==> config.mk <==
export PLATFORM = sky130hd
export DESIGN_NAME = sched_issue_gate
export DESIGN_NICKNAME = d
export VERILOG_FILES = /design/src/rtl/sched_gate_pkg.sv /design/src/rtl/sgate_ctl_decode.sv /design/src/rtl/sgate_stall_timer.sv /design/src/rtl/sgate_barrier_board.sv /design/src/rtl/sched_issue_gate.sv
export SDC_FILE = /design/constraint.sdc
export NUM_CORES = 1
export LEC_CHECK = 0
export BUFFER_PORTS_ARGS = -buffer_cell sky130_fd_sc_hd__buf_2
export CORE_MARGIN = 2
export CORE_UTILIZATION = 30
export CTS_BUF_LIST = sky130_fd_sc_hd__clkbuf_4
export CTS_CLUSTER_SIZE = 12
export DETAILED_ROUTE_END_ITERATION = 8
export SETUP_SLACK_MARGIN = 0.2
export SLEW_MARGIN = 20
export SYNTH_ARGS = -nofsm -noshare
export SYNTH_HDL_FRONTEND = slang
export SYNTH_SLANG_ARGS = --single-unit
==> constraint.sdc <==
create_clock -name clk -period 4.05 [get_ports clk]
set_input_delay 0.6075 -clock clk [delete_from_list [all_inputs] [get_ports clk]]
set_output_delay 0.6075 -clock clk [all_outputs]
set_load 0.005 [all_outputs]
==> src/rtl/sched_gate_pkg.sv <==
package sched_gate_pkg;
    localparam int WORD_W    = 64;
    localparam int GROUP     = 3;
    localparam int STALL_W   = 4;
    localparam int NUM_BAR   = 6;
    localparam int BAR_IDX_W = 3;
    localparam int RSV_W     = 4;
    localparam int CTL_W     = STALL_W + 1 + 2 * BAR_IDX_W + NUM_BAR;
    localparam int FIELD_W   = CTL_W + RSV_W;
    localparam int SLOT_W    = $clog2(GROUP + 1);

    typedef struct packed {
        logic [NUM_BAR-1:0]   wait_mask;
        logic [BAR_IDX_W-1:0] rd_bar;
        logic [BAR_IDX_W-1:0] wr_bar;
        logic                 yield;
        logic [STALL_W-1:0]   stall;
    } slot_ctl_t;

    function automatic logic [NUM_BAR-1:0] bar_onehot(input logic [BAR_IDX_W-1:0] idx);
        logic [NUM_BAR-1:0] oh;
        oh = '0;
        for (int b = 0; b < NUM_BAR; b++) begin
            if (idx == BAR_IDX_W'(b)) oh[b] = 1'b1;
        end
        return oh;
    endfunction
endpackage

==> src/rtl/sgate_ctl_decode.sv <==
module sgate_ctl_decode
    import sched_gate_pkg::*;
(
    input  logic [WORD_W-1:0]           ctl_word,
    output slot_ctl_t [GROUP-1:0]       slots
);
    for (genvar g = 0; g < GROUP; g++) begin : g_slot
        assign slots[g] = ctl_word[g*FIELD_W +: CTL_W];
    end
endmodule

==> src/rtl/sgate_stall_timer.sv <==
module sgate_stall_timer
    import sched_gate_pkg::*;
(
    input  logic               clk,
    input  logic               rst_n,
    input  logic               load,
    input  logic [STALL_W-1:0] load_val,
    output logic               busy
);
    logic [STALL_W-1:0] cnt_d, cnt_q;

    always_comb begin
        cnt_d = cnt_q;
        if (load) begin
            cnt_d = load_val;
        end else if (cnt_q != '0) begin
            cnt_d = cnt_q - 1'b1;
        end
    end

    always_ff @(posedge clk) begin
        if (!rst_n) cnt_q <= '0;
        else        cnt_q <= cnt_d;
    end

    assign busy = (cnt_q != '0);
endmodule

==> src/rtl/sgate_barrier_board.sv <==
module sgate_barrier_board
    import sched_gate_pkg::*;
(
    input  logic               clk,
    input  logic               rst_n,
    input  logic [NUM_BAR-1:0] arm,
    input  logic [NUM_BAR-1:0] release_in,
    input  logic [NUM_BAR-1:0] wait_mask,
    output logic               blocked,
    output logic [NUM_BAR-1:0] pend
);
    logic [NUM_BAR-1:0] pend_d, pend_q;

    for (genvar b = 0; b < NUM_BAR; b++) begin : g_bar
        always_comb begin
            pend_d[b] = arm[b] | (pend_q[b] & ~release_in[b]);
        end
    end

    always_ff @(posedge clk) begin
        if (!rst_n) pend_q <= '0;
        else        pend_q <= pend_d;
    end

    assign blocked = |(wait_mask & pend_q);
    assign pend    = pend_q;
endmodule

==> src/rtl/sched_issue_gate.sv <==
module sched_issue_gate
    import sched_gate_pkg::*;
(
    input  logic                clk,
    input  logic                rst_n,
    input  logic                word_valid,
    input  logic [63:0]         word_data,
    output logic                word_ready,
    input  logic [5:0]          bar_release,
    output logic                issue_en,
    output logic [63:0]         issue_word,
    output logic                yield_hint
);
    localparam logic [SLOT_W-1:0] LAST_SLOT = SLOT_W'(GROUP);

    typedef struct packed {
        logic [SLOT_W-1:0]    slot;
        slot_ctl_t [GROUP-1:0] ctl;
        logic                 yield;
    } gate_state_t;

    gate_state_t st_d, st_q;

    slot_ctl_t [GROUP-1:0] dec_slots;
    slot_ctl_t             cur_ctl;
    logic                  in_ctrl;
    logic                  stall_busy;
    logic                  bar_blocked;
    logic [NUM_BAR-1:0]    pend_q;
    logic [NUM_BAR-1:0]    arm_mask;

    sgate_ctl_decode u_dec (
        .ctl_word (word_data),
        .slots    (dec_slots)
    );

    always_comb begin
        cur_ctl = '0;
        for (int g = 0; g < GROUP; g++) begin
            if (st_q.slot == SLOT_W'(g + 1)) cur_ctl = st_q.ctl[g];
        end
    end

    assign in_ctrl  = (st_q.slot == '0);
    assign issue_en = word_valid && !in_ctrl && !stall_busy && !bar_blocked;
    assign arm_mask = issue_en ? (bar_onehot(cur_ctl.wr_bar) | bar_onehot(cur_ctl.rd_bar))
                               : '0;

    sgate_stall_timer u_stall (
        .clk      (clk),
        .rst_n    (rst_n),
        .load     (issue_en),
        .load_val (cur_ctl.stall),
        .busy     (stall_busy)
    );

    sgate_barrier_board u_bar (
        .clk        (clk),
        .rst_n      (rst_n),
        .arm        (arm_mask),
        .release_in (bar_release),
        .wait_mask  (cur_ctl.wait_mask),
        .blocked    (bar_blocked),
        .pend       (pend_q)
    );

    always_comb begin
        st_d       = st_q;
        st_d.yield = issue_en & cur_ctl.yield;
        if (word_valid && in_ctrl) begin
            st_d.ctl  = dec_slots;
            st_d.slot = SLOT_W'(1);
        end else if (issue_en) begin
            st_d.slot = (st_q.slot == LAST_SLOT) ? '0 : st_q.slot + 1'b1;
        end
    end

    always_ff @(posedge clk) begin
        if (!rst_n) st_q <= '0;
        else        st_q <= st_d;
    end

    assign word_ready = in_ctrl | issue_en;
    assign issue_word = in_ctrl ? '0 : word_data;
    assign yield_hint = st_q.yield;
endmodule

Word level (Yosys, flattened, before mapping)

Cells that the tools add are included.

Add/sub/neg operators: 2
$mul: 0
Divide/modulo/power cells: 0
Magnitude comparators: 0
Equality and inequality tests: 13
Shifts and indexed selects: 0
Mux-type cells: 22
Bitwise operators: 23
Reduce and logical (&&, ||, !) cells: 15

Operators with widths:

| operator                                                               | number |
|---|---|
| 64-bit two-way mux                                                     | 1 |
| 17-bit two-way mux                                                     | 3 |
| 1-bit two-way mux                                                      | 14 |
| 3-bit by 2-bit equality test with 1-bit output (second input constant) | 4 |
| 3-bit equality test (second input constant)                            | 4 |
| 4-bit two-way mux                                                      | 2 |
| 1-bit bitwise AND                                                      | 7 |
| 1-bit NOT                                                              | 7 |
| 1-bit bitwise OR                                                       | 7 |
| 6-bit bitwise AND                                                      | 1 |
| 3-bit by 1-bit equality test with 1-bit output (second input constant) | 2 |
| 3-bit logical NOT                                                      | 2 |
| 6-bit two-way mux                                                      | 1 |
| 6-bit bitwise OR                                                       | 1 |
| 6-bit OR reduction                                                     | 1 |
| 2-bit equality test (second input constant)                            | 2 |
| 1-bit logical AND                                                      | 4 |
| 2-bit nonzero test                                                     | 2 |
| 4-bit nonzero test                                                     | 1 |
| 4-bit by 1-bit subtractor with 4-bit output (second input constant)    | 1 |
| 1-bit logical NOT                                                      | 3 |
| 2-bit by 1-bit adder with 2-bit output (second input constant)         | 1 |
| 2-bit by 1-bit equality test with 1-bit output (second input constant) | 1 |
| 2-bit logical NOT                                                      | 1 |
| 2 further kinds                                                        | 2 |

Register bits after elaboration: 64
Latch bits: 0
Bits in writable memories: 0
Memory bits (read-only): 0
Bits of input ports: 73
Output and inout port bits: 67
Memories: 0

Longest topological paths before layout

Gate-level depths: netlist of the first run.

Depth in word-level cells: 10
Depth in mapped cells: 9
Gate-level depth less buffers: 7

Cells and area by module

Synthesis of the first run repeated with hierarchy kept, for this count alone.

Cells, all modules: 518
Area, all modules: 3,897.5 um^2

Modules (own cells, without submodules):

| module              | instances | cells an instance | area each (um^2) |
|---|---|---|---|
| sched_issue_gate    | 1         | 419               | 3,007.9 |
| sgate_ctl_decode    | 1         | 51                | 382.9 |
| sgate_barrier_board | 1         | 22                | 275.3 |
| sgate_stall_timer   | 1         | 26                | 231.5 |

Least setup slack after synthesis of the first run

No wires, ideal clock.

Path type: register -> output
From: register st_q[52] in the netlist's numbering
To: output word_ready
Data arrival time: 1.837 ns
Path slack: 1.606 ns
Cell stages (with the launch flop): 9
Buffers on the path: 1
Cells stage by stage: dfxtp_1 -> inv_1 -> ha_1 -> buf_6 -> a21o_1 -> o221a_2 -> a311oi_4 -> nand2_4 -> or2b_1

Longest elaborated chain between the ends: 9
Elaborated cells on any way between the ends: 15
Classes of those cells: 3 x eq/ne; 3 x mux; 2 x bitwise; 7 x reduce/logical

Ends and longest elaborated chain:

| item                                           | RTL line                  | text |
|---|---|---|
| start: declaration                             | sched_issue_gate.sv:22    | `gate_state_t st_d, st_q;` |
| start signal: assignment                       | sched_issue_gate.sv:80    | `else st_q <= st_d;` |
| 2-bit by 1-bit equality test with 1-bit output | sched_issue_gate.sv:40    | `if (st_q.slot == SLOT_W'(g + 1)) cur_ctl = st_q.ctl[g];` |
| 17-bit two-way mux (3 in series)               | sched_issue_gate.sv:40    |  |
| 6-bit bitwise AND                              | sgate_barrier_board.sv:25 | `assign blocked = \|(wait_mask & pend_q);` |
| 6-bit OR reduction                             | sgate_barrier_board.sv:25 |  |
| 1-bit logical NOT                              | sched_issue_gate.sv:45    | `assign issue_en = word_valid && !in_ctrl && !stall_busy && !bar_blocked;` |
| 1-bit logical AND                              | sched_issue_gate.sv:45    |  |
| 1-bit bitwise OR (*)                           | sched_issue_gate.sv:83    | `assign word_ready = in_ctrl \| issue_en;` |
| end: declaration                               | sched_issue_gate.sv:8     | `output logic word_ready,` |

Every way passes the cells marked *; elsewhere a longest branch is shown, timed or not.

Worst setup path in the final report of the first run

Ends and elaborated chain as after synthesis.

==> impl.org, run 1 <==
** Placed design
- Weighted congestion reported at the end of routability-driven placement :: 0.864
- # placed instances :: 700
- The wire-length estimate of the detail-placed layout is 7.58 mm.
- Buffers placed on the I/O ports in this run total 139.

** Flow run
- Max-cap violation count :: 0

** Final layout
- Total area of multi-input combinational cells :: 1950 um^2
- Number of fillers in the final layout :: 1198
- Number of nets at the end of the flow :: 650
- Relative to the synthesized area, the layout overhead comes to 25.9%.
- Cells fill 39.0% of the core in the end.
- For this run, the number of standard cells in the final layout without fillers is 717.
- Summing all flip-flop and latch instances after layout gives 1280 um^2.
- Cells with a size suffix above 1 make up 29.9% of the layout.

** GRT
- In the global route stage, met2 resource usage came out at 26.1%.
- Global-route wire length before repair :: 15.2 mm
- Overflow left after global routing :: 0
- In the global route stage, met1 resource usage came out at 22.4%.
- Number of global-route vias before repair :: 3031
- Pin count of the biggest net entering global routing :: 64
- GRT met3 Usage :: 3.47%
- Peak-usage layer in the global routing report :: met2
- Initial antenna violation count :: 0
- Overall fraction of global-route tracks in use :: 16.6%

** Timing
- The number of slew-limit violations in the final report came to 0.
- Final Critical Period :: 3410 ps
- Number of setup violations in the final report :: 0
- Final number of hold-violating endpoints :: 0
- Setup repair after global routing left no endpoint under its margin.
- Worst hold slack after final layout :: 380 ps
- Final worst-path cycle share :: 84.1%
- Relative slew slack :: 32.7%
- Based on the critical path, the design can be clocked at up to 294 MHz.
- For the final database, setup skew stands at 12.7 ps.
- At the pin with the least slew margin, the transition time is 1010 ps.
- Setup total negative slack on the finished layout was measured at 0 ps.

** Critical path
- Kind of end point of the critical path :: output pin
- The critical path crosses 8 cells after its start point.
- Among all stages on the critical path, the largest delay is contributed by sky130_fd_sc_hd__ha_2.
- Number of cells on the worst reg-to-reg path :: 7
- Category of cells accounting for the largest share of critical-path delay :: compound AO/OA/AOI/OAI gates
- Longest individual stage delay on the worst path :: 540 ps
- Critical path endpoint :: word_ready
- In this run the worst setup path begins at st_q[52].
- Critical R2R Capture :: st_q[8]
- In this run the worst path has a maximum fanout of 34.
- Setup slack on the worst reg-to-reg path comes out at 1260 ps.
- The critical path goes through inv_1, ha_2, and3b_1, o221a_4, a311oi_4, nand2_4, or2b_1, buf_2.
- Crit path buf inv count :: 2
- Worst path arrival time :: 2800 ps
- At the worst endpoint, the required time is 3440 ps.
- The startpoint identified for the worst register-to-register timing path is st_q[52].
- The setup path with the least slack is of type reg -> out.
- Critical Path Source Type :: register

** Synth
- After technology mapping, the gate count stands at 451.
- The Yosys step of the flow raised 0 warnings.
- The netlist uses 41 different library cells.
- The synthesized design contains 64 register bits.
- Post-synth EDFFs :: 0
- After synthesis, the mean cell area works out to 7.52 um^2.
- Combined area of all synthesized cells :: 3390 um^2
- In the synthesized netlist the async set-or-reset flop fraction comes to 0%.
- Synthesized Nets :: 530
- Part of the Yosys area used for sequential elements :: 37.8%
- Leading register cell type out of synthesis :: sky130_fd_sc_hd__dfxtp_1

** Pwr
- Internal Pwr Total :: 1.02 mW
- After layout, the design draws a total of 1.56 mW.
- For this design the ratio of total power to cell area is 364 nW/um^2.
- Static leakage :: 1.90 nW
- Total net switching power :: 0.535 mW
- In this run, the combinational gates consume 29.8% of the power.
- Maximum VDD drop :: 0.157 mV
- Of the total power, registers draw 47.2%.
- Clk pwr share :: 23.0%
- Of the total power, the share spent switching nets is 34.4%.

** Clocking
- Register clock-pin slew on the reported worst setup and hold paths :: 110 ps
- Worst skew pair latency :: 420 ps
- The clock net in this run drives a total of 64 sinks.
- In this run the number of H-tree levels came out at 3.
- CTS tree :: done
- Clock Path Buffers :: 2
- # Post-CTS Setup Buffers :: 0
- Buffer type at the clock tree root :: sky130_fd_sc_hd__clkbuf_4
- The number of clock buffers added by TritonCTS is 9.

** Detailed routing
- Using the TritonRoute via totals, the vias-per-cell ratio works out to 4.77.
- After detailed routing, the number of remaining DRC violations is 0.
- Dividing the detail-routed wire length by the instance count gives 13.9 um.
- The first routing iteration left 188 violations.
- Detailed-route via count :: 3423
- The count of nets left with antenna violations once routing finished came out at 0.
- Routed wire length :: 9.93 mm
- Pre-Repair DR Iteration Count :: 4

** Floorplan
- The core region is 10900 um^2.
- Die Y :: 110 um
- Die area :: 12200 um^2
- For this design the top-level I/O count stands at 140.
- Width of the chip :: 110 um
- Once the floorplan was initialized, standard cells occupied 31.0% of the core.
- Row count :: 38

** Hold path
- In this run the worst hold path is classified as in -> reg.

** Outcome
- Run status :: completed
## how the worst min path moves through the flow
| stage | depth (start not counted) | start | endpoint | slack, ps |
|---|---|---|---|---|
| 6_report | 2 | bar_release[4] | u_bar.pend[4] | 380 |
| 5_1_grt | 2 | bar_release[1] | u_bar.pend[1] | 360 |
| 4_1_cts | 2 | bar_release[4] | u_bar.pend[4] | 350 |
| 3_5_place_dp | 2 | st_q[2] | st_q[2] | 450 |
| 3_3_place_gp | 2 | st_q[4] | st_q[4] | 450 |
| 2_1_floorplan | 2 | st_q[49] | st_q[49] | 430 |
## cells in the mapped netlist, types with 2 or more instances
cell / n / share of area (%)
sky130_fd_sc_hd__a31oi_1: 2 / 0.37
sky130_fd_sc_hd__and3b_1: 6 / 1.5
sky130_fd_sc_hd__buf_2: 3 / 0.44
sky130_fd_sc_hd__ha_1: 6 / 2.2
sky130_fd_sc_hd__and2_1: 2 / 0.37
sky130_fd_sc_hd__a2bb2oi_1: 3 / 0.78
sky130_fd_sc_hd__a21o_1: 5 / 1.1
sky130_fd_sc_hd__o21ai_0: 10 / 1.5
sky130_fd_sc_hd__inv_1: 7 / 0.78
sky130_fd_sc_hd__a211oi_1: 2 / 0.44
sky130_fd_sc_hd__a22oi_1: 7 / 1.5
sky130_fd_sc_hd__a21oi_1: 69 / 10
sky130_fd_sc_hd__clkbuf_1: 25 / 2.8
sky130_fd_sc_hd__o21a_1: 2 / 0.44
sky130_fd_sc_hd__dfxtp_1: 64 / 38
sky130_fd_sc_hd__nand2_1: 118 / 13
sky130_fd_sc_hd__o32ai_1: 6 / 1.5
sky130_fd_sc_hd__nor2b_1: 67 / 12
sky130_fd_sc_hd__buf_1: 4 / 0.44
sky130_fd_sc_hd__nand3b_1: 7 / 1.5
sky130_fd_sc_hd__o221ai_1: 3 / 0.78
sky130_fd_sc_hd__and3b_2: 4 / 1.2
sky130_fd_sc_hd__xnor2_1: 2 / 0.52
sky130_fd_sc_hd__nor2_1: 5 / 0.55
sky130_fd_sc_hd__nor3_1: 3 / 0.44
sky130_fd_sc_hd__nand3_1: 4 / 0.59
## registers in the layout (all words and copies together), names as in the netlist
name           cells
yield_hint         1
u_stall.cnt_q      4
u_bar.pend         6
st_q              53
## layout make-up
| cell class | count | share of cell area (%) |
|---|---|---|
| repair buffers | 142 | 16.8 |
| diodes | 1 | 0.0586 |
| clock inverters | 6 | 0.850 |
| inverters | 8 | 0.703 |
| multi-input cells | 346 | 45.7 |
| well taps | 140 | 4.10 |
| flip-flops and latches | 64 | 30.0 |
| clock buffers | 10 | 1.76 |
## worst register-to-register path: stages, from the launching register on
cell and delay, ps:
sky130_fd_sc_hd__dfxtp_1 370, sky130_fd_sc_hd__inv_1 110, sky130_fd_sc_hd__ha_2 570, sky130_fd_sc_hd__buf_4 420, sky130_fd_sc_hd__nand2_1 560, sky130_fd_sc_hd__buf_4 450, sky130_fd_sc_hd__nand2_1 110, sky130_fd_sc_hd__a21oi_1 60
## cell usage in the layout (no fill, tap or decap), drive strengths merged, types with 6 or more instances in the layout
master	netlist	layout
buf	8	142
nand2	119	119
a21oi	69	69
nor2b	67	67
dfxtp	64	64
o21ai	10	10
clkbuf	25	10
and3b	10	10
inv	8	8
nand3b	7	7
a22oi	7	7
o32ai	6	6
ha	6	6
## through the flow
step | setup WS (ps) | cell area [um^2]
2_1_floorplan | 1610 | 3390
3_3_place_gp | 916 | 4150
3_5_place_dp | 827 | 4150
4_1_cts | 349 | 4260
5_1_grt | 463 | 4270
6_report | 644 | 4270
## per-layer routing
layer  part of all wire (%)  up-vias
li1                       -     1766
met1                     47     1529
met2                     45      116
met3                    6.1       12
met4                    1.9        0
met5                      0        -
## cells by family (layout without fill, tap and decap cells)
kind of cell    after synthesis  after routing  share of synthesized area (%)
flops                        64             64                           37.8
buf+inv                      41            166                           4.87
compound gates              115            115                           21.2
other cells                   0              1                              0
simple gates                223            223                           33.4
fa+ha+maj                     6              6                           2.21
xor+xnor                      2              2                          0.517
## power by group through the flow
stage          clock [mW]  combinational [mW]  sequential (mW)
3_3_place_gp            0               0.456            0.748
5_1_grt             0.397               0.536            0.739
6_report            0.358               0.464            0.734
2_1_floorplan           0               0.309            0.730
4_1_cts             0.373               0.472            0.734
3_5_place_dp            0               0.470            0.748
## timing repair
item,CTS,global route
gates resized for setup,0,1
setup endpoints to repair,0,1
hold buffers,0,0
Power figures use the tool's default switching activity.
==> run 2, diff against run 1 <==
--- a/config.mk
+++ b/config.mk
@@ -5,6 +5,7 @@
 export SDC_FILE = /design/constraint.sdc
 export NUM_CORES = 1
 export LEC_CHECK = 0
+export ABC_AREA = 1
 export BUFFER_PORTS_ARGS = -buffer_cell sky130_fd_sc_hd__buf_2
 export CORE_MARGIN = 2
 export CORE_UTILIZATION = 30
==> constraint.sdc (replaced) <==
create_clock -name clk -period 3.55 [get_ports clk]
set_input_delay 0.5325 -clock clk [delete_from_list [all_inputs] [get_ports clk]]
set_output_delay 0.5325 -clock clk [all_outputs]
set_load 0.005 [all_outputs]
==> impl.org, run 2 <==
** Critical path
- Worst path arrival time :: 2440 ps
- Critical Path Source Type :: register
- The slowest stage of the critical path belongs to the cell sky130_fd_sc_hd__dfxtp_1.
- Crit path buf inv count :: 4
- At the worst endpoint, the required time is 3020 ps.
- Category of cells accounting for the largest share of critical-path delay :: buffers and inverters
- The critical path goes through inv_1, ha_1, buf_4, a21oi_1, nand2_1, nand2_1, nand2_1, nor2_2, nand2_2, inv_2, buf_2.
- Top fanout value on the critical path :: 13
- Most frequent CP cell :: sky130_fd_sc_hd__nand2_1
- The largest single stage delay on the critical path is 410 ps.
- STA classifies the critical path endpoint as an output pin.
- Classification of the worst setup path :: reg -> out

** Clocking
- CTS sink cnt :: 64
- TritonCTS built the clock tree.
- In this run the number of H-tree levels came out at 3.
- The later pin in the worst-skew pair is clocked with a latency of 410 ps.
- Clock-pin slew was measured on the worst setup and hold paths at 110 ps.
- Inserted Clock Buffers :: 9
- CTS Hold Buffers Added :: 0
- # Post-CTS Setup Buffers :: 0
- The clock passes through at most 2 buffers.
- Buffer type at the clock tree root :: sky130_fd_sc_hd__clkbuf_4

** Floorplan
- Core area :: 10800 um^2
- Row count :: 38
- Starting Density :: 30.7%
- Width of the chip :: 109 um
- The die is 109 um tall.
- Number of top-level design ports :: 140
- Die area :: 11900 um^2

** Synth
- Count of synthesis-stage warnings from yosys :: 0
- Area fraction of the dominant cell type after synthesis :: 38.5%
- In the post-synthesis netlist, the cell with the most instances is sky130_fd_sc_hd__inv_1.
- Mean area per synthesized cell :: 6.45 um^2
- Count of unique library cells instantiated by Yosys :: 25
- Synthesis produced a netlist with a net count of 595.
- Number of flip-flops and latches in the synthesized netlist :: 64
- By count the netlist is led by sky130_fd_sc_hd__inv_1 (85), sky130_fd_sc_hd__nor2_1 (84), sky130_fd_sc_hd__a21oi_1 (73).
- Post-synth EDFFs :: 0
- Counting flops with an async set or reset pin after synthesis yields a share of 0%.
- sky130_fd_sc_hd__dfxtp_1 takes more of the synthesized area than any other cell.
- The synthesized netlist occupies a cell area of 3330 um^2.
- Part of the Yosys area used for sequential elements :: 38.5%
- Leading register cell type out of synthesis :: sky130_fd_sc_hd__dfxtp_1
- Synthesis handed over a netlist of 516 instances.
- After synthesis, the cell types taking the most area are sky130_fd_sc_hd__dfxtp_1 (39%), sky130_fd_sc_hd__a21oi_1 (11%), sky130_fd_sc_hd__inv_1 (9.6%).

** GRT
- The number of antenna violations at the first check in global routing is 0.
- The first global-routing pass estimated 14.7 mm of wire.
- Overflow left after global routing :: 0
- Entering global routing, the biggest net connects 88 pins.
- Number of global-route vias before repair :: 3125
- Overall fraction of global-route tracks in use :: 16.2%

** Pwr
- Cell Pwr Density :: 475 nW/um^2
- Maximum VDD drop :: 0.171 mV
- Static leakage :: 2.32 nW

** Detailed routing
- In the final routed layout, each cell accounts on average for 12.2 um.
- After detailed routing, the total wire length is 9.56 mm.
- The detailed router finished its first iteration with 179 violations.
- Once detail routing completed, the nets flagged for antenna violations numbered 0.
- Pre-Repair DR Iteration Count :: 4
- In the routed layout, each cell is associated on average with a via count of 4.52.
- For this run, design rule violations remaining after detail routing come to 0.
- The routed layout has 3532 vias.

** Timing
- The worst path uses 83.8% of the clock period.
- Setup violations remaining at the end of the flow were counted as 0.
- Slew @ Worst Pin :: 824 ps
- For the final routed database, the setup TNS stands at 0 ps.
- The smallest clock period supported by the final layout is computed as 2970 ps.
- The number of slew-limit violations in the final report is 0.
- RSZ-0062 raised after global routing :: false
- Worst Setup Slack, final :: 576 ps
- Fmax achieved :: 336 MHz
- Between clock sinks in the finished design, the worst skew comes to 18.5 ps.
- Relative slew slack :: 45.1%
- The final hold violation count came to 0.

** Outcome
- Run status :: completed

** Final layout
- Ranked by flip-flop count, first place goes to st_q.
- Commonest non-fill, non-tap cell in the layout :: sky130_fd_sc_hd__buf_2
- The register with the most flip-flops in the layout has 53 of them.
- Layout Area Growth over Synthesis :: 26.1%
- With fillers left out, the area of the finished cells amounts to 4190 um^2.
- Ant diodes :: 0
- The layout has 1196 filler cells.
- The post-route netlist has 25.9% of its cells at a drive strength greater than 1.
- Highest-count cells in the layout ignoring fill and taps :: sky130_fd_sc_hd__buf_2 (139), sky130_fd_sc_hd__inv_1 (84), sky130_fd_sc_hd__nor2_1 (84)
- After the last flow step, the layout net total stands at 715.
- Cells fill 38.7% of the core in the end.

** Placed design
- At the end of routability-driven placement, the weighted congestion stood at 0.841.
- The placed instances occupy a cell area of 4080 um^2.
- Detailed placement ended at an HPWL of 7.18 mm.
- At the placement stage, the worst setup path has a slack of 807 ps.
- In this run the tool buffered the top-level ports with 139 buffer cells.

** Hold path
- Hold WC Path Type :: in -> reg

** Flow run
- Max-cap violation count :: 0
-- run 2: final timing paths --
check | from | to | slack [ps] | depth (start not counted)
worst min-delay path | word_data[12] | st_q[13] | 370 | 3
worst max-delay path | st_q[52] | issue_en | 580 | 11
worst min register to register | st_q[5] | st_q[5] | 470 | 2
worst max register to register | st_q[52] | st_q[21] | 1200 | 8
-- run 2: layer usage --
metal | up-vias | global-route usage (%) | wire, um
li1 | 1868 | - | -
met1 | 1555 | 21.0 | 4480
met2 | 99 | 26.3 | 4500
met3 | 10 | 3.79 | 448
met4 | 0 | 5.70 | 126
met5 | - | 0 | 0
-- run 2: tightest hold or removal path: cells and delay by family --
family,cells,cell delay [ps]
buffers and inverters,2,120
AOI/OAI and AO/OA,1,100
-- run 2: power by group --
part           leakage, nW  internal (mW)  switching (mW)
clock network       0.0594          0.152           0.252
logic                 1.73          0.282           0.411
registers            0.529          0.825          0.0709
-- run 2: final cells by class --
class | count | area [um^2] | share of cell area (%)
clock buffers | 11 | 82.6 | 1.97
inverters | 88 | 330 | 7.88
multi-input cells | 331 | 1570 | 37.4
well taps | 140 | 175 | 4.18
repair buffers | 142 | 731 | 17.4
clock inverters | 5 | 23.8 | 0.567
flip-flops and latches | 64 | 1280 | 30.6
-- run 2: per-stage QoR --
step / hold slack, ps / std cells / power, mW
after floorplan: 424 / 516 / 1.36
after global placement: 446 / 765 / 1.59
after detailed placement: 448 / 765 / 1.61
after CTS: 330 / 781 / 2.03
after global routing: 344 / 781 / 2.16
final: 367 / 781 / 1.99
-- run 2: timing repair --
item	CTS	global route
setup endpoints to repair	0	2
hold endpoints to repair	0	0
resized for setup	0	1
-- run 2: cell families after synthesis --
kind of cell / Yosys count / synth area share (%)
buffers and inverters: 121 / 14.4
adder cells (fa/ha/maj): 6 / 2.26
AND/OR/NAND/NOR: 180 / 22.0
XOR/XNOR: 3 / 0.790
AO/OA/AOI/OAI: 142 / 22.0
flip-flops: 64 / 38.5
